[config.mk]
export PLATFORM = sky130hd
export DESIGN_NAME = shared_sop_unit
export DESIGN_NICKNAME = d
export VERILOG_FILES = /design/src/rtl/sop_share_pkg.sv /design/src/rtl/sop_operand_steer.sv /design/src/rtl/sop_ppgen.sv /design/src/rtl/sop_csa_tree.sv /design/src/rtl/sop_cpa.sv /design/src/rtl/shared_sop_unit.sv
export SDC_FILE = /design/constraint.sdc
export NUM_CORES = 1
export LEC_CHECK = 0
export BUFFER_PORTS_ARGS = -buffer_cell sky130_fd_sc_hd__buf_4
export CAP_MARGIN = 10
export CORE_MARGIN = 8
export CORE_UTILIZATION = 49
export DETAILED_ROUTE_END_ITERATION = 10
export HOLD_SLACK_MARGIN = 0.08
export PLACE_DENSITY = 0.78
export SKIP_LAST_GASP = 1
export SLEW_MARGIN = 10
export SYNTH_ARGS = -nofsm -noshare
export SYNTH_HDL_FRONTEND = slang
export SYNTH_SLANG_ARGS = --single-unit
export TNS_END_PERCENT = 5
[constraint.sdc]
create_clock -name clk -period 8.2 [get_ports clk]
set_input_delay 0.41 -clock clk [delete_from_list [all_inputs] [get_ports clk]]
set_output_delay 0.41 -clock clk [all_outputs]
set_load 0.01 [all_outputs]
[src/rtl/sop_share_pkg.sv]
package sop_share_pkg;

    typedef enum logic [1:0] {
        SEL_MUL = 2'd0,
        SEL_MAC = 2'd1,
        SEL_ADD = 2'd2,
        SEL_SUB = 2'd3
    } sel_e;

endpackage

[src/rtl/sop_operand_steer.sv]
module sop_operand_steer
    import sop_share_pkg::*;
#(
    parameter int N = 8,
    parameter int W = 2 * N + 1
) (
    input  logic [1:0]   sel,
    input  logic [N-1:0] a,
    input  logic [N-1:0] b,
    input  logic [N-1:0] c,
    input  logic [N-1:0] d,
    input  logic [N-1:0] e,
    input  logic [N-1:0] f,
    input  logic [N-1:0] g,
    input  logic [N-1:0] h,
    input  logic [N-1:0] k,
    output logic [N-1:0] mul_x,
    output logic [N-1:0] mul_y,
    output logic         pp_en,
    output logic [W-1:0] alt_row,
    output logic [W-1:0] add_row,
    output logic         carry_in
);

    always_comb begin
        mul_x    = '0;
        mul_y    = '0;
        pp_en    = 1'b0;
        alt_row  = '0;
        add_row  = '0;
        carry_in = 1'b0;
        unique case (sel_e'(sel))
            SEL_MUL: begin
                mul_x = a;
                mul_y = b;
                pp_en = 1'b1;
            end
            SEL_MAC: begin
                mul_x   = c;
                mul_y   = d;
                pp_en   = 1'b1;
                add_row = W'(e);
            end
            SEL_ADD: begin
                alt_row = W'(g);
                add_row = W'(f);
            end
            SEL_SUB: begin
                // full-width inversion so the upper bits become ones
                alt_row  = ~W'(k);
                add_row  = W'(h);
                carry_in = 1'b1;
            end
            default: ;
        endcase
    end

endmodule

[src/rtl/sop_ppgen.sv]
module sop_ppgen #(
    parameter int N = 8,
    parameter int W = 2 * N + 1
) (
    input  logic [N-1:0]        mul_x,
    input  logic [N-1:0]        mul_y,
    input  logic                pp_en,
    output logic [N-1:0][W-1:0] pp_rows
);

    for (genvar i = 0; i < N; i++) begin : g_row
        assign pp_rows[i] = (pp_en && mul_y[i]) ? (W'(mul_x) << i) : '0;
    end

endmodule

[src/rtl/sop_csa_tree.sv]
module sop_csa_tree #(
    parameter int W    = 17,
    parameter int ROWS = 9
) (
    input  logic [ROWS-1:0][W-1:0] rows,
    output logic [W-1:0]           sum_vec,
    output logic [W-1:0]           carry_vec
);

    localparam int STAGES = ROWS - 2;

    for (genvar j = 0; j < STAGES; j++) begin : g_csa
        logic [W-1:0] s_in;
        logic [W-1:0] c_in;
        logic [W-1:0] x_in;
        logic [W-1:0] maj;
        logic [W-1:0] s_o;
        logic [W-1:0] c_o;

        if (j == 0) begin : g_first
            assign s_in = rows[0];
            assign c_in = rows[1];
        end else begin : g_next
            assign s_in = g_csa[j-1].s_o;
            assign c_in = g_csa[j-1].c_o;
        end

        assign x_in = rows[j+2];
        assign s_o  = s_in ^ c_in ^ x_in;
        assign maj  = (s_in & c_in) | (s_in & x_in) | (c_in & x_in);
        assign c_o  = maj << 1;
    end

    assign sum_vec   = g_csa[STAGES-1].s_o;
    assign carry_vec = g_csa[STAGES-1].c_o;

endmodule

[src/rtl/sop_cpa.sv]
module sop_cpa #(
    parameter int W = 17
) (
    input  logic [W-1:0] x,
    input  logic [W-1:0] y,
    input  logic         carry_in,
    output logic [W-1:0] z
);

    logic [W-1:0] cy;

    assign cy[0] = carry_in;

    for (genvar i = 0; i < W; i++) begin : g_bit
        assign z[i] = x[i] ^ y[i] ^ cy[i];
        if (i < W - 1) begin : g_carry
            assign cy[i+1] = (x[i] & y[i]) | (x[i] & cy[i]) | (y[i] & cy[i]);
        end
    end

endmodule

[src/rtl/shared_sop_unit.sv]
module shared_sop_unit
    import sop_share_pkg::*;
#(
    parameter int N = 8
) (
    input  logic             clk,
    input  logic             rst_n,
    input  logic [1:0]       sel,
    input  logic [N-1:0]     a,
    input  logic [N-1:0]     b,
    input  logic [N-1:0]     c,
    input  logic [N-1:0]     d,
    input  logic [N-1:0]     e,
    input  logic [N-1:0]     f,
    input  logic [N-1:0]     g,
    input  logic [N-1:0]     h,
    input  logic [N-1:0]     k,
    output logic [2*N:0]     result
);

    localparam int W    = 2 * N + 1;
    localparam int ROWS = N + 1;

    typedef struct packed {
        logic         vld;
        logic [1:0]   sel;
        logic [W-1:0] res;
    } state_t;

    state_t st_d, st_q;

    logic [N-1:0]          mul_x, mul_y;
    logic                  pp_en;
    logic [W-1:0]          alt_row, add_row;
    logic                  carry_in;
    logic [N-1:0][W-1:0]   pp_rows;
    logic [ROWS-1:0][W-1:0] tree_rows;
    logic [W-1:0]          sum_vec, carry_vec, cpa_out;

    sop_operand_steer #(.N(N), .W(W)) u_steer (
        .sel      (sel),
        .a        (a),
        .b        (b),
        .c        (c),
        .d        (d),
        .e        (e),
        .f        (f),
        .g        (g),
        .h        (h),
        .k        (k),
        .mul_x    (mul_x),
        .mul_y    (mul_y),
        .pp_en    (pp_en),
        .alt_row  (alt_row),
        .add_row  (add_row),
        .carry_in (carry_in)
    );

    sop_ppgen #(.N(N), .W(W)) u_ppgen (
        .mul_x   (mul_x),
        .mul_y   (mul_y),
        .pp_en   (pp_en),
        .pp_rows (pp_rows)
    );

    // row 0 is shared: first partial product or the second addend
    always_comb begin
        for (int i = 0; i < N; i++) begin
            tree_rows[i] = pp_rows[i];
        end
        if (!pp_en) begin
            tree_rows[0] = alt_row;
        end
        tree_rows[N] = add_row;
    end

    sop_csa_tree #(.W(W), .ROWS(ROWS)) u_tree (
        .rows      (tree_rows),
        .sum_vec   (sum_vec),
        .carry_vec (carry_vec)
    );

    sop_cpa #(.W(W)) u_cpa (
        .x        (sum_vec),
        .y        (carry_vec),
        .carry_in (carry_in),
        .z        (cpa_out)
    );

    always_comb begin
        st_d     = st_q;
        st_d.vld = 1'b1;
        st_d.sel = sel;
        st_d.res = cpa_out;
    end

    always_ff @(posedge clk) begin
        if (!rst_n) begin
            st_q <= '0;
        end else begin
            st_q <= st_d;
        end
    end

    assign result = st_q.res;


    mul_exact_chk: assert property (@(posedge clk) disable iff (!rst_n)
        (st_q.vld && st_q.sel == SEL_MUL) |-> st_q.res == W'($past(a)) * W'($past(b)));


    mac_exact_chk: assert property (@(posedge clk) disable iff (!rst_n)
        (st_q.vld && st_q.sel == SEL_MAC)
            |-> st_q.res == W'($past(c)) * W'($past(d)) + W'($past(e)));


    add_upper_zero_chk: assert property (@(posedge clk) disable iff (!rst_n)
        (st_q.vld && st_q.sel == SEL_ADD)
            |-> (st_q.res[W-1:N+1] == '0 && st_q.res == W'($past(f)) + W'($past(g))));


    sub_wrap_chk: assert property (@(posedge clk) disable iff (!rst_n)
        (st_q.vld && st_q.sel == SEL_SUB) |-> st_q.res == W'($past(h)) - W'($past(k)));


    sub_sign_chk: assert property (@(posedge clk) disable iff (!rst_n)
        (st_q.vld && st_q.sel == SEL_SUB && $past(k) > $past(h)) |-> st_q.res[W-1]);

endmodule

; After elaboration in Yosys (flattened, before gate mapping)
; Index checks and enable logic that the tools add are counted.
[op_classes]
n_reduce_logical = 10
n_eq_ne = 3
bitwise = 159
mux = 15
[op_table]
columns = operator, count
row1 = $or A16 B16 Y16, 13
row2 = $xor A17 B17 Y17, 6
row3 = $and A16 B16 Y16, 6
row4 = $and A1 B1 Y1, 46
row5 = $pmux W17 S2, 1
row6 = $xor A1 B1 Y1, 33
row7 = $and A16 B11 Y16, 2
row8 = $and A16 B12 Y16, 2
row9 = $and A16 B13 Y16, 2
row10 = $and A16 B14 Y16, 2
row11 = $and A16 B15 Y16, 2
row12 = $and A16 B8 Y16, 2
row13 = $pmux W8 S2, 2
row14 = $or A1 B1 Y1, 30
row15 = $pmux W8 S3, 1
row16 = $mux W17, 1
row17 = $not A8 Y17, 1
row18 = $xor A17 B10 Y17, 1
row19 = $xor A17 B11 Y17, 1
row20 = $xor A17 B12 Y17, 1
row21 = $xor A17 B13 Y17, 1
row22 = $xor A17 B14 Y17, 1
row23 = $xor A17 B15 Y17, 1
row24 = $xor A17 B8 Y17, 1
row25 = 19 further kinds, 28
[totals]
wordCells = 188
in_bits = 76
regBits = 17

; Depth between registers and ports, before layout
; Gate-level depths: netlist (run 1).
[logic_depth]
ltp_word = 73
depth_mapped = 28
mapped_depth_nobuf = 26

; By module
; Synthesis (run 1) repeated with hierarchy kept, for this count alone.
[unflattened]
hier_cells = 469
hier_area_um2 = 5241.3
[modules_own_cells]
columns = module, cells_each, area_per_inst_um2, seq_area_each_um2, instances
row1 = sop_csa_tree, 147, 2428.6, 0.0, 1
row2 = sop_ppgen, 143, 987.2, 0.0, 1
row3 = sop_operand_steer, 103, 752.0, 0.0, 1
row4 = shared_sop_unit, 54, 710.7, 340.3, 1
row5 = sop_cpa, 22, 362.8, 0.0, 1

; Worst setup path after synthesis (run 1)
; No wires, ideal clock.
[synth_path]
path_type = in2reg
from = input sel[1]
to = register st_q, in the netlist result[16]
cell_stages = 27
setup_ps = 115
slack_ps = -344
t_required_ps = 8085
arrival_time_ps = 8429
cell_sequence = buf_2 -> buf_2 -> buf_1 -> nor3_1 -> fa_1 -> inv_1 -> fa_1 -> fa_1 -> fa_1 -> fa_1 -> inv_1 -> fa_1 -> inv_1 -> fa_1 -> inv_1 -> fa_1 -> fa_1 -> inv_1 -> fa_1 -> fa_1 -> fa_1 -> fa_1 -> fa_1 -> fa_1 -> fa_1 -> xnor2_1 -> and2_1
[synth_between]
elab_chain_len = 67
elab_cells_between_ends = 155
classes_between = eq/ne (3) / mux (15) / bitwise (127) / reduce/logical (10)
[synth_rtl]
columns = element, line_no
row1 = start: declaration, shared_sop_unit.sv:8  ; input logic [1:0] sel,
row2 = $eq A2 B1 Y1 or $logic_not A2 Y1 (tied branches), sop_operand_steer.sv:32  ; unique case (sel_e'(sel))
row3 = $reduce_or A2 Y1 (no line), --
row4 = $mux W1, sop_operand_steer.sv:32
row5 = $logic_and A1 B1 Y1, sop_ppgen.sv:12  ; assign pp_rows[i] = (pp_en && mul_y[i]) ? (W'(mul_x) << i) : '0;
row6 = $mux W8, sop_ppgen.sv:12
row7 = $mux W17, shared_sop_unit.sv:71  ; if (!pp_en) begin
row8 = "$and A16 B9 Y16, or another cell as far along", sop_csa_tree.sv:30  ; assign maj = (s_in & c_in) | (s_in & x_in) | (c_in & x_in);
row9 = $or A16 B16 Y16 or $xor A17 B10 Y17 (tied branches), "sop_csa_tree.sv:30, sop_csa_tree.sv:29"
row10 = [47 not listed], --
row11 = $or A1 B1 Y1 (2 in a row), sop_cpa.sv:17  ; assign cy[i+1] = (x[i] & y[i]) | (x[i] & cy[i]) | (y[i] & cy[i]);
row12 = $and A1 B1 Y1, sop_cpa.sv:17
row13 = $or A1 B1 Y1 (2 in a row), sop_cpa.sv:17
row14 = $and A1 B1 Y1, sop_cpa.sv:17
row15 = $or A1 B1 Y1 (2 in a row), sop_cpa.sv:17
row16 = $and A1 B1 Y1, sop_cpa.sv:17
row17 = $or A1 B1 Y1 (2 in a row), sop_cpa.sv:17
row18 = $xor A1 B1 Y1 (*), sop_cpa.sv:15  ; assign z[i] = x[i] ^ y[i] ^ cy[i];
row19 = end signal: assignment, shared_sop_unit.sv:101  ; st_q <= st_d;
row20 = end: declaration, shared_sop_unit.sv:30  ; state_t st_d, st_q;
; Mark *: on every way between the ends. The rest lies on a longest branch, timed or not.
; A chain may end at the register's enable or synchronous reset.

; Worst setup path in the final report (run 1)
[layout_path]
from = input sel[0]
to = register st_q, in the netlist result[16]
; The elaborated chain is that of the path after synthesis.

==> impl_metrics.tcl, run 1 <==
set metrics [dict create \
    grt_usage_pct 17.3 \
    max_slew_margin_pct 55.2 \
    critical_path.most_common_cell "fa_1" \
    grt_pass1_wl_microns 13700 \
    final_cell_area_sq_mm 0.00433 \
    p_leak_uw 0.00216 \
    start_util_pct 50.5 \
    yosys_register_bits 17 \
    antenna_cells 0 \
    wl_microns 7910 \
    routabilityCongestion 0.908 \
    cp-start-kind "input port" \
    vdd_drop_max_mv 0.125 \
    max-cap-violations 0 \
    utilization_pct 68.2 \
    yosys_warnings 0 \
    min_path_type "input port to flop" \
    min_period_ns 7.92 \
    fillCellCount 498 \
    hold_buffers 0 \
    crit_path_max_incr_delay_ns 0.56 \
    largest_register_ffs 17 \
    design.core.area_sq_mm 0.00635 \
    worst_ep_arrival_time_ns 8.08 \
    fin_nets 627 \
    grt_max_degree 26 \
    htree_num_levels 1 \
    synth_nets 505 \
    postSynthAreaPerCell_sq_um 9.32 \
    chipHeight_microns 96.9 \
    drive_above_1_share_pct 35.7 \
    row_count 29 \
    clkSinkCount 17 \
    multi_input_comb_area_sq_mm 0.00256 \
    grt_pass1_vias 3059 \
    hold_viol_final 0 \
    period_share_pct 96.6 \
    cts_made_buffers 3 \
    via_count 2655 \
    die_x_microns 96.9 \
    netlist_instances 344 \
    cp_slowest_cell "fa_1" \
    setup_viol 0 \
    status "completed" \
    viasPerCell 4.90 \
    powerDensity_mw_per_mm2 126 \
    cp.required_ns 8.36 \
    cts_tree "yes" \
    synth_area_leader_cell "fa_1" \
    synth_area_leaders "fa_1 (38%), dfxtp_1 (11%), inv_1 (9.7%)" \
    fin_cells 542 \
    wl_per_cell_microns 14.6 \
    overflow 0 \
    maxSlewViolCount 0 \
    clockBufferDepth 2 \
    worstMarginPinSlew_ns 0.653 \
    grt_setup_unrepaired "no" \
    crit_type "input port to flop" \
    syn_to_final_growth_pct 35.1 \
    yosysUniqueCellTypes 27 \
    drtAntennaViolNets 0 \
    worstPathMaxFanout 15 \
    crit_family "adder cells" \
    hpwlAfterDp_microns 6900 \
    drc 0 \
    clk_transition_reported_paths_ns 0.08 \
    synth_top_area_share_pct 38.1 \
    netlist_area_sq_mm 0.00321 \
    fp.dieArea_sq_mm 0.00939 \
    endpoint_kind "flop" \
    placed_area_sq_mm 0.00424 \
    drtIter0Drc 62 \
    worstPathBufferInverterCount 6 \
    firstDrtPassIters 4 \
    port-buffer-count 92 \
    yosysSeqAreaShare_pct 10.6 \
    antenna_found_initial 0 \
    ctsRootBufferMaster "clkbuf_8" \
    max_freq_mhz 126 \
    ff_latch_area_sq_um 340 \
    placed_cells 538 \
    io_pins 93 \
]
==> layout by cell type (no fill, tap or decap), types with 2 or more instances in the layout <==
cell type / synthesis / final
a21oi_1: 2 / 2
dfxtp_1: 17 / 17
nor2b_1: 10 / 10
inv_1: 83 / 83
a22oi_1: 5 / 3
mux2i_1: 20 / 18
nor2_1: 10 / 7
nor3_1: 16 / 16
a22o_1: 11 / 11
nor2_2: 8 / 11
mux2_2: 8 / 8
and2_1: 8 / 8
a22oi_2: 0 / 2
clkbuf_8: 0 / 3
buf_4: 2 / 128
fa_2: 0 / 7
fa_1: 61 / 54
ha_1: 24 / 24
nand2_1: 40 / 40
mux2i_4: 0 / 4
==> cell usage after synthesis <==
cell type / n
mux2i_2: 3
a22o_1: 11
xnor2_1: 1
nand2_1: 40
buf_1: 1
inv_1: 83
nor2_1: 10
a21oi_1: 2
nor2b_1: 10
a21o_1: 1
buf_2: 6
buf_4: 2
ha_1: 24
a22oi_1: 5
fa_1: 61
a2bb2oi_1: 1
and2_1: 8
mux2_2: 8
dfxtp_1: 17
nor2_2: 8
a32oi_1: 1
clkbuf_1: 1
and3b_1: 1
a32o_1: 1
mux2i_1: 20
nor3_1: 16
buf_6: 2
==> layer usage <==
| metal | global-route usage (%) | share of wire (%) |
|---|---|---|
| met1 | 18.8 | 40 |
| met4 | 4.26 | 1.5 |
| met5 | 0 | 0 |
| met2 | 33.3 | 54 |
| met3 | 3.06 | 4.6 |
==> area by class of cell <==
| class | count | area share [%] |
|---|---|---|
| flip-flops and latches | 17 | 7.85 |
| clock buffers | 3 | 0.953 |
| inverters | 83 | 7.19 |
| repair buffers | 129 | 22.6 |
| well taps | 77 | 2.22 |
| clock inverters | 1 | 0.116 |
| multi-input cells | 232 | 59.0 |
==> cells by family after synthesis <==
family / Yosys count / share of synthesized area, %
DFF: 17 / 10.6
xor gates and xnor gates: 1 / 0.273
muxes: 31 / 10.3
AOI/OAI and AO/OA: 22 / 5.58
and+or+nand+nor: 93 / 13.7
buffers and inverters: 95 / 12.1
adders and majority gates: 85 / 47.4
==> power breakdown <==
group	internal [uW]	switching (uW)	total, uW
combinational	182	182	364
sequential	108	5.39	113
clock	33.9	35.5	69.4
==> path summary, 6_finish.rpt <==
check	start	endpoint	slack [ns]	cells after the start
max	sel[0]	result[16]	0.28	27
min	rst_n	result[4]	0.49	2
==> stage by stage <==
stage | setup TNS [ns] | total power, uW | hold slack [ns] | setup slack (ns)
2_1_floorplan | 0 | 344 | 0.538 | 0.00636
3_3_place_gp | -0.361 | 462 | 0.767 | -0.239
3_5_place_dp | -0.721 | 479 | 0.777 | -0.419
4_1_cts | 0 | 551 | 0.496 | 0.00589
5_1_grt | 0 | 616 | 0.499 | 0.0422
6_report | 0 | 547 | 0.494 | 0.278
==> what timing repair did <==
item	in CTS	in global routing
setup buffers	0	0
gates cloned	0	0
gates resized for setup	3	9
endpoints found under the hold margin	0	0
endpoints found under the setup margin	2	2
pin swaps	0	2
Note: power is estimated with default switching activity, not from simulation.
==> inputs of run 2 (changes only) <==
--- a/config.mk
+++ b/config.mk
@@ -8,10 +8,11 @@
 export BUFFER_PORTS_ARGS = -buffer_cell sky130_fd_sc_hd__buf_4
 export CAP_MARGIN = 10
 export CORE_MARGIN = 8
-export CORE_UTILIZATION = 49
+export CORE_UTILIZATION = 58
 export DETAILED_ROUTE_END_ITERATION = 10
+export GPL_TIMING_DRIVEN = 0
 export HOLD_SLACK_MARGIN = 0.08
-export PLACE_DENSITY = 0.78
+export PLACE_DENSITY = 0.87
 export SKIP_LAST_GASP = 1
 export SLEW_MARGIN = 10
 export SYNTH_ARGS = -nofsm -noshare
==> constraint.sdc (replaced) <==
create_clock -name clk -period 9.2 [get_ports clk]
set_input_delay 0.46 -clock clk [delete_from_list [all_inputs] [get_ports clk]]
set_output_delay 0.46 -clock clk [all_outputs]
set_load 0.01 [all_outputs]
==> run 2 against run 1 <==
Effect of this change:
- critical path depth is 1 lower
- hold slack worse by 0.017 ns
- sequential share of layout area is 0.61 points higher
- final area is 7.2% lower
- global-route usage is 3.3 points higher
- critical endpoint unchanged
- largest power group unchanged
==> impl_metrics.tcl, run 2 (synthesis gave the netlist of run 1 again) <==
set metrics [dict create \
    final_common_cell "buf_4" \
    max_freq_mhz 114 \
    powerDensity_mw_per_mm2 117 \
    period_share_pct 95.0 \
    row_count 27 \
    holdWs_ns 0.477 \
    crit_type "input port to flop" \
    largest_register_ffs 17 \
    io_pins 93 \
    utilization_pct 73.9 \
    placed_area_sq_mm 0.00397 \
    firstDrtPassIters 6 \
    overflow 0 \
    chipHeight_microns 90.4 \
    crit_cells 26 \
    cts_tree "yes" \
    drive_above_1_share_pct 28.3 \
    antenna_cells 0 \
    port-buffer-count 90 \
    design.core.area_sq_mm 0.00544 \
    fp.dieArea_sq_mm 0.00816 \
    maxSlewViolCount 0 \
    clk_transition_reported_paths_ns 0.08 \
    drtAntennaViolNets 0 \
    min_period_ns 8.74 \
    cp-endpoint "result[16]" \
    setup_viol 0 \
    crit_path_max_incr_delay_ns 0.50 \
    start_util_pct 59.0 \
    cp-start-kind "input port" \
    syn_to_final_growth_pct 25.4 \
    clkSinkCount 17 \
    grt_pass1_wl_microns 14000 \
    setup_tns_ns 0 \
    htree_num_levels 1 \
    endpoint_kind "flop" \
    drc 0 \
    grt_setup_unrepaired "no" \
    p_leak_uw 0.00202 \
    max_slew_margin_pct 40.5 \
    antenna_found_initial 0 \
    wl_microns 7960 \
    die_x_microns 90.4 \
    placed_cells 506 \
    final_cell_mix "buf_4 (92), inv_1 (83), fa_1 (61)" \
    fin_nets 600 \
    hold_buffers 0 \
    drtIter0Drc 132 \
    viasPerCell 5.21 \
    grt_max_degree 11 \
    fin_cells 510 \
    hold_viol_final 0 \
    critical_path.most_common_cell "fa_1" \
    cp_slowest_cell "fa_1" \
    grt_usage_pct 20.6 \
    cp.required_ns 9.36 \
    cts_made_buffers 3 \
    worstPathMaxFanout 10 \
    wl_per_cell_microns 15.6 \
    final_cell_area_sq_mm 0.00402 \
    via_count 2658 \
    startpoint "sel[0]" \
    hpwlAfterDp_microns 6920 \
    status "completed" \
    worstMarginPinSlew_ns 0.868 \
    min_path_type "input port to flop" \
    worstPathBufferInverterCount 5 \
    max-cap-violations 0 \
    ctsRootBufferMaster "clkbuf_8" \
    crit_family "adder cells" \
    routabilityCongestion 0.911 \
    worst_ep_arrival_time_ns 8.89 \
    grt_pass1_vias 3092 \
    vdd_drop_max_mv 0.0791 \
    clockBufferDepth 2 \
]
[run 2: repair_timing]
item / in CTS / in global routing
buffers inserted: 0 / 0
resized for setup: 0 / 1
endpoints found under the setup margin: 0 / 1
[run 2: power by group]
group | switching [uW] | total [uW] | leakage [uW] | internal, uW
combinational | 158 | 306 | 0.00185 | 148
sequential | 4.97 | 101 | 0.000141 | 96.3
clock | 32.8 | 63.0 | 0.0000255 | 30.2
total | 196 | 471 | 0.00202 | 275
[run 2: area by class of cell]
type,count,area [sq um]
Timing Repair Buffer,90,676
Tap cell,72,90.1
Buffer,12,76.3
Inverter,83,312
Fill cell,405,1420
Clock inverter,1,5.00
Multi-Input combinational cell,232,2480
Clock buffer,3,41.3
Sequential cell,17,340
[run 2: how the worst min path moves through the flow]
stage	startpoint	to	slack (ns)	depth (start not counted)
after detailed placement	rst_n	result[15]	0.74	2
after floorplan	rst_n	result[10]	0.59	1
after global routing	rst_n	result[12]	0.50	2
after global placement	rst_n	result[9]	0.74	2
after CTS	rst_n	result[15]	0.48	2
final	rst_n	result[15]	0.48	2
[run 2: through the flow]
step	worst slack, ns	total power [uW]
3_3_place_gp	0.264	395
3_5_place_dp	0.0736	413
6_report	0.464	471
5_1_grt	0.0405	531
2_1_floorplan	0.606	303
4_1_cts	0.344	475
[run 2: per-layer routing]
metal / vias to the layer above / routed length (microns) / global-route usage (%)
met5: - / 0 / 0
met4: 0 / 155 / 5.55
li1: 1243 / - / -
met2: 89 / 4310 / 40.1
met1: 1311 / 3080 / 21.9
met3: 15 / 411 / 3.74
==> inputs of run 3 (changes only) <==
--- a/config.mk
+++ b/config.mk
@@ -10,10 +10,8 @@
 export CORE_MARGIN = 8
 export CORE_UTILIZATION = 58
 export DETAILED_ROUTE_END_ITERATION = 10
-export GPL_TIMING_DRIVEN = 0
 export HOLD_SLACK_MARGIN = 0.08
 export PLACE_DENSITY = 0.87
-export SKIP_LAST_GASP = 1
 export SLEW_MARGIN = 10
 export SYNTH_ARGS = -nofsm -noshare
 export SYNTH_HDL_FRONTEND = slang
==> run 3 against run 2 <==
Effect of this change:
- utilization decreased by 0.30 points
- via count is 2.0% lower
- clock power is 2% lower
- final area shrank 0.40%
- global-route usage grew 0.71 points
- hold slack improved by 0.067 ns
- setup slack better by 0.037 ns
- sequential cell count stayed put
- critical endpoint unchanged
- largest cell class unchanged
==> impl_metrics.tcl, run 3 (synthesis gave the netlist of run 1 again) <==
set metrics [dict create \
    clockBufferDepth 2 \
    crit_type "input port to flop" \
    drtAntennaViolNets 0 \
    grt_setup_unrepaired "no" \
    start_util_pct 59.0 \
    worstMarginPinSlew_ns 0.814 \
    grt_max_degree 40 \
    worstPathMaxFanout 23 \
    max-cap-violations 0 \
    setup_tns_ns 0 \
    drc 0 \
    vdd_drop_max_mv 0.0901 \
    drive_above_1_share_pct 27.9 \
    grt_use_met2_pct 41.5 \
    syn_to_final_growth_pct 24.9 \
    io_pins 93 \
    drtIter0Drc 119 \
    status "completed" \
    clk_transition_reported_paths_ns 0.08 \
    antenna_cells 0 \
    grt_pass1_vias 2992 \
    grt_usage_pct 21.3 \
    hold_buffers 0 \
    grt_most_used_layer "met2" \
    use_met1_pct 21.7 \
    final_cell_area_sq_mm 0.00400 \
    htree_num_levels 1 \
    grt_pass1_wl_microns 14100 \
    ctsRootBufferMaster "clkbuf_8" \
    wl_microns 8110 \
    cts_made_buffers 3 \
    ff_latch_area_sq_um 340 \
    ctsResizeCount 0 \
    overflow 0 \
    min_path_type "input port to flop" \
    endpoint_kind "flop" \
    cts_tree "yes" \
    viasPerCell 5.15 \
    die_x_microns 90.4 \
    firstDrtPassIters 4 \
    placed_area_sq_mm 0.00396 \
    powerDensity_mw_per_mm2 118 \
    fp.dieArea_sq_mm 0.00816 \
    min_period_ns 8.70 \
    worstHoldStart "rst_n" \
    maxSlewViolCount 0 \
    postCtsSetupBuffers 0 \
    hpwlAfterDp_microns 6990 \
    cp.required_ns 9.36 \
    chipHeight_microns 90.4 \
    fin_nets 596 \
    max_slew_margin_pct 44.2 \
    hold_viol_final 0 \
    largest_register_ffs 17 \
    row_count 27 \
    multi_input_comb_area_sq_mm 0.00248 \
    final_cell_mix "buf_4 (98), inv_1 (83), fa_1 (61)" \
    worst_ep_arrival_time_ns 8.86 \
    cp-start-kind "input port" \
    holdPathStages 2 \
    clkSinkCount 17 \
    globalRouteMet3Util_pct 3.24 \
    setup_viol 0 \
    via_count 2605 \
    max_freq_mhz 115 \
    whs_endpoint "result[2]" \
    wl_per_cell_microns 16.0 \
    p_leak_uw 0.00200 \
    design.core.area_sq_mm 0.00544 \
    fillCellCount 418 \
    port-buffer-count 92 \
    antenna_found_initial 0 \
    final_common_cell "buf_4" \
    routabilityCongestion 0.879 \
    period_share_pct 94.6 \
]
## run 3: cell count changes in the layout (fill, tap and decap cells not counted)
| cell | previous run | this run |
|---|---|---|
| buf_6 | 2 | 0 |
| clkbuf_1 | 1 | 0 |
| clkbuf_2 | 1 | 0 |
| buf_4 | 92 | 98 |
| buf_2 | 6 | 0 |
## run 3: cell type report
| cell class | instances | area share, % |
|---|---|---|
| Clock inverter | 1 | 0.125 |
| Timing Repair Buffer | 98 | 18.4 |
| Inverter | 83 | 7.78 |
| Sequential cell | 17 | 8.50 |
| Tap cell | 72 | 2.25 |
| Clock buffer | 3 | 1.03 |
| Multi-Input combinational cell | 232 | 61.9 |
## run 3: routing by layer
| layer | routed length [microns] | up-vias | part of all wire [%] |
|---|---|---|---|
| met3 | 354 | 21 | 4.4 |
| met2 | 4480 | 84 | 55 |
| li1 | - | 1236 | - |
| met4 | 264 | 0 | 3.3 |
| met1 | 3010 | 1264 | 37 |
| met5 | 0 | - | 0 |
## run 3: critical path, stage by stage
cell	delay (ns)
buf_4	0.30
mux2i_1	0.37
nor2_1	0.17
a22oi_1	0.28
fa_1	0.47
fa_1	0.41
fa_1	0.43
fa_1	0.49
fa_1	0.49
inv_1	0.05
fa_1	0.48
inv_1	0.05
fa_1	0.42
inv_1	0.08
fa_1	0.20
fa_1	0.18
inv_1	0.05
fa_1	0.44
fa_1	0.46
fa_1	0.47
fa_1	0.48
fa_1	0.46
fa_1	0.46
fa_1	0.44
xnor2_1	0.13
and2_1	0.14
## run 3: worst max path at each step
| stage | start | to | slack, ns | depth (start not counted) |
|---|---|---|---|---|
| after floorplan | sel[1] | result[16] | 0.61 | 27 |
| after global placement | sel[0] | result[16] | 0.37 | 26 |
| after detailed placement | sel[0] | result[16] | 0.18 | 26 |
| after CTS | sel[0] | result[16] | 0.47 | 26 |
| after global routing | sel[0] | result[16] | 0.03 | 26 |
| final | sel[0] | result[16] | 0.50 | 26 |
## run 3: per-stage QoR
| step | total power, uW | util [%] | setup slack, ns | std cells | hold WS (ns) |
|---|---|---|---|---|---|
| after floorplan | 303 | - | 0.606 | 344 | 0.588 |
| after global placement | 397 | 72.8 | 0.373 | 502 | 0.819 |
| after detailed placement | 418 | 72.8 | 0.181 | 502 | 0.824 |
| after CTS | 481 | 73.6 | 0.466 | 506 | 0.541 |
| after global routing | 531 | 73.6 | 0.0317 | 506 | 0.559 |
| final | 473 | 73.6 | 0.500 | 506 | 0.544 |
## run 3: where the power goes
group / total, uW / switching [uW] / internal (uW)
clock network: 62.0 / 31.8 / 30.3
registers: 102 / 5.91 / 96.5
logic: 308 / 159 / 149
total: 473 / 197 / 276
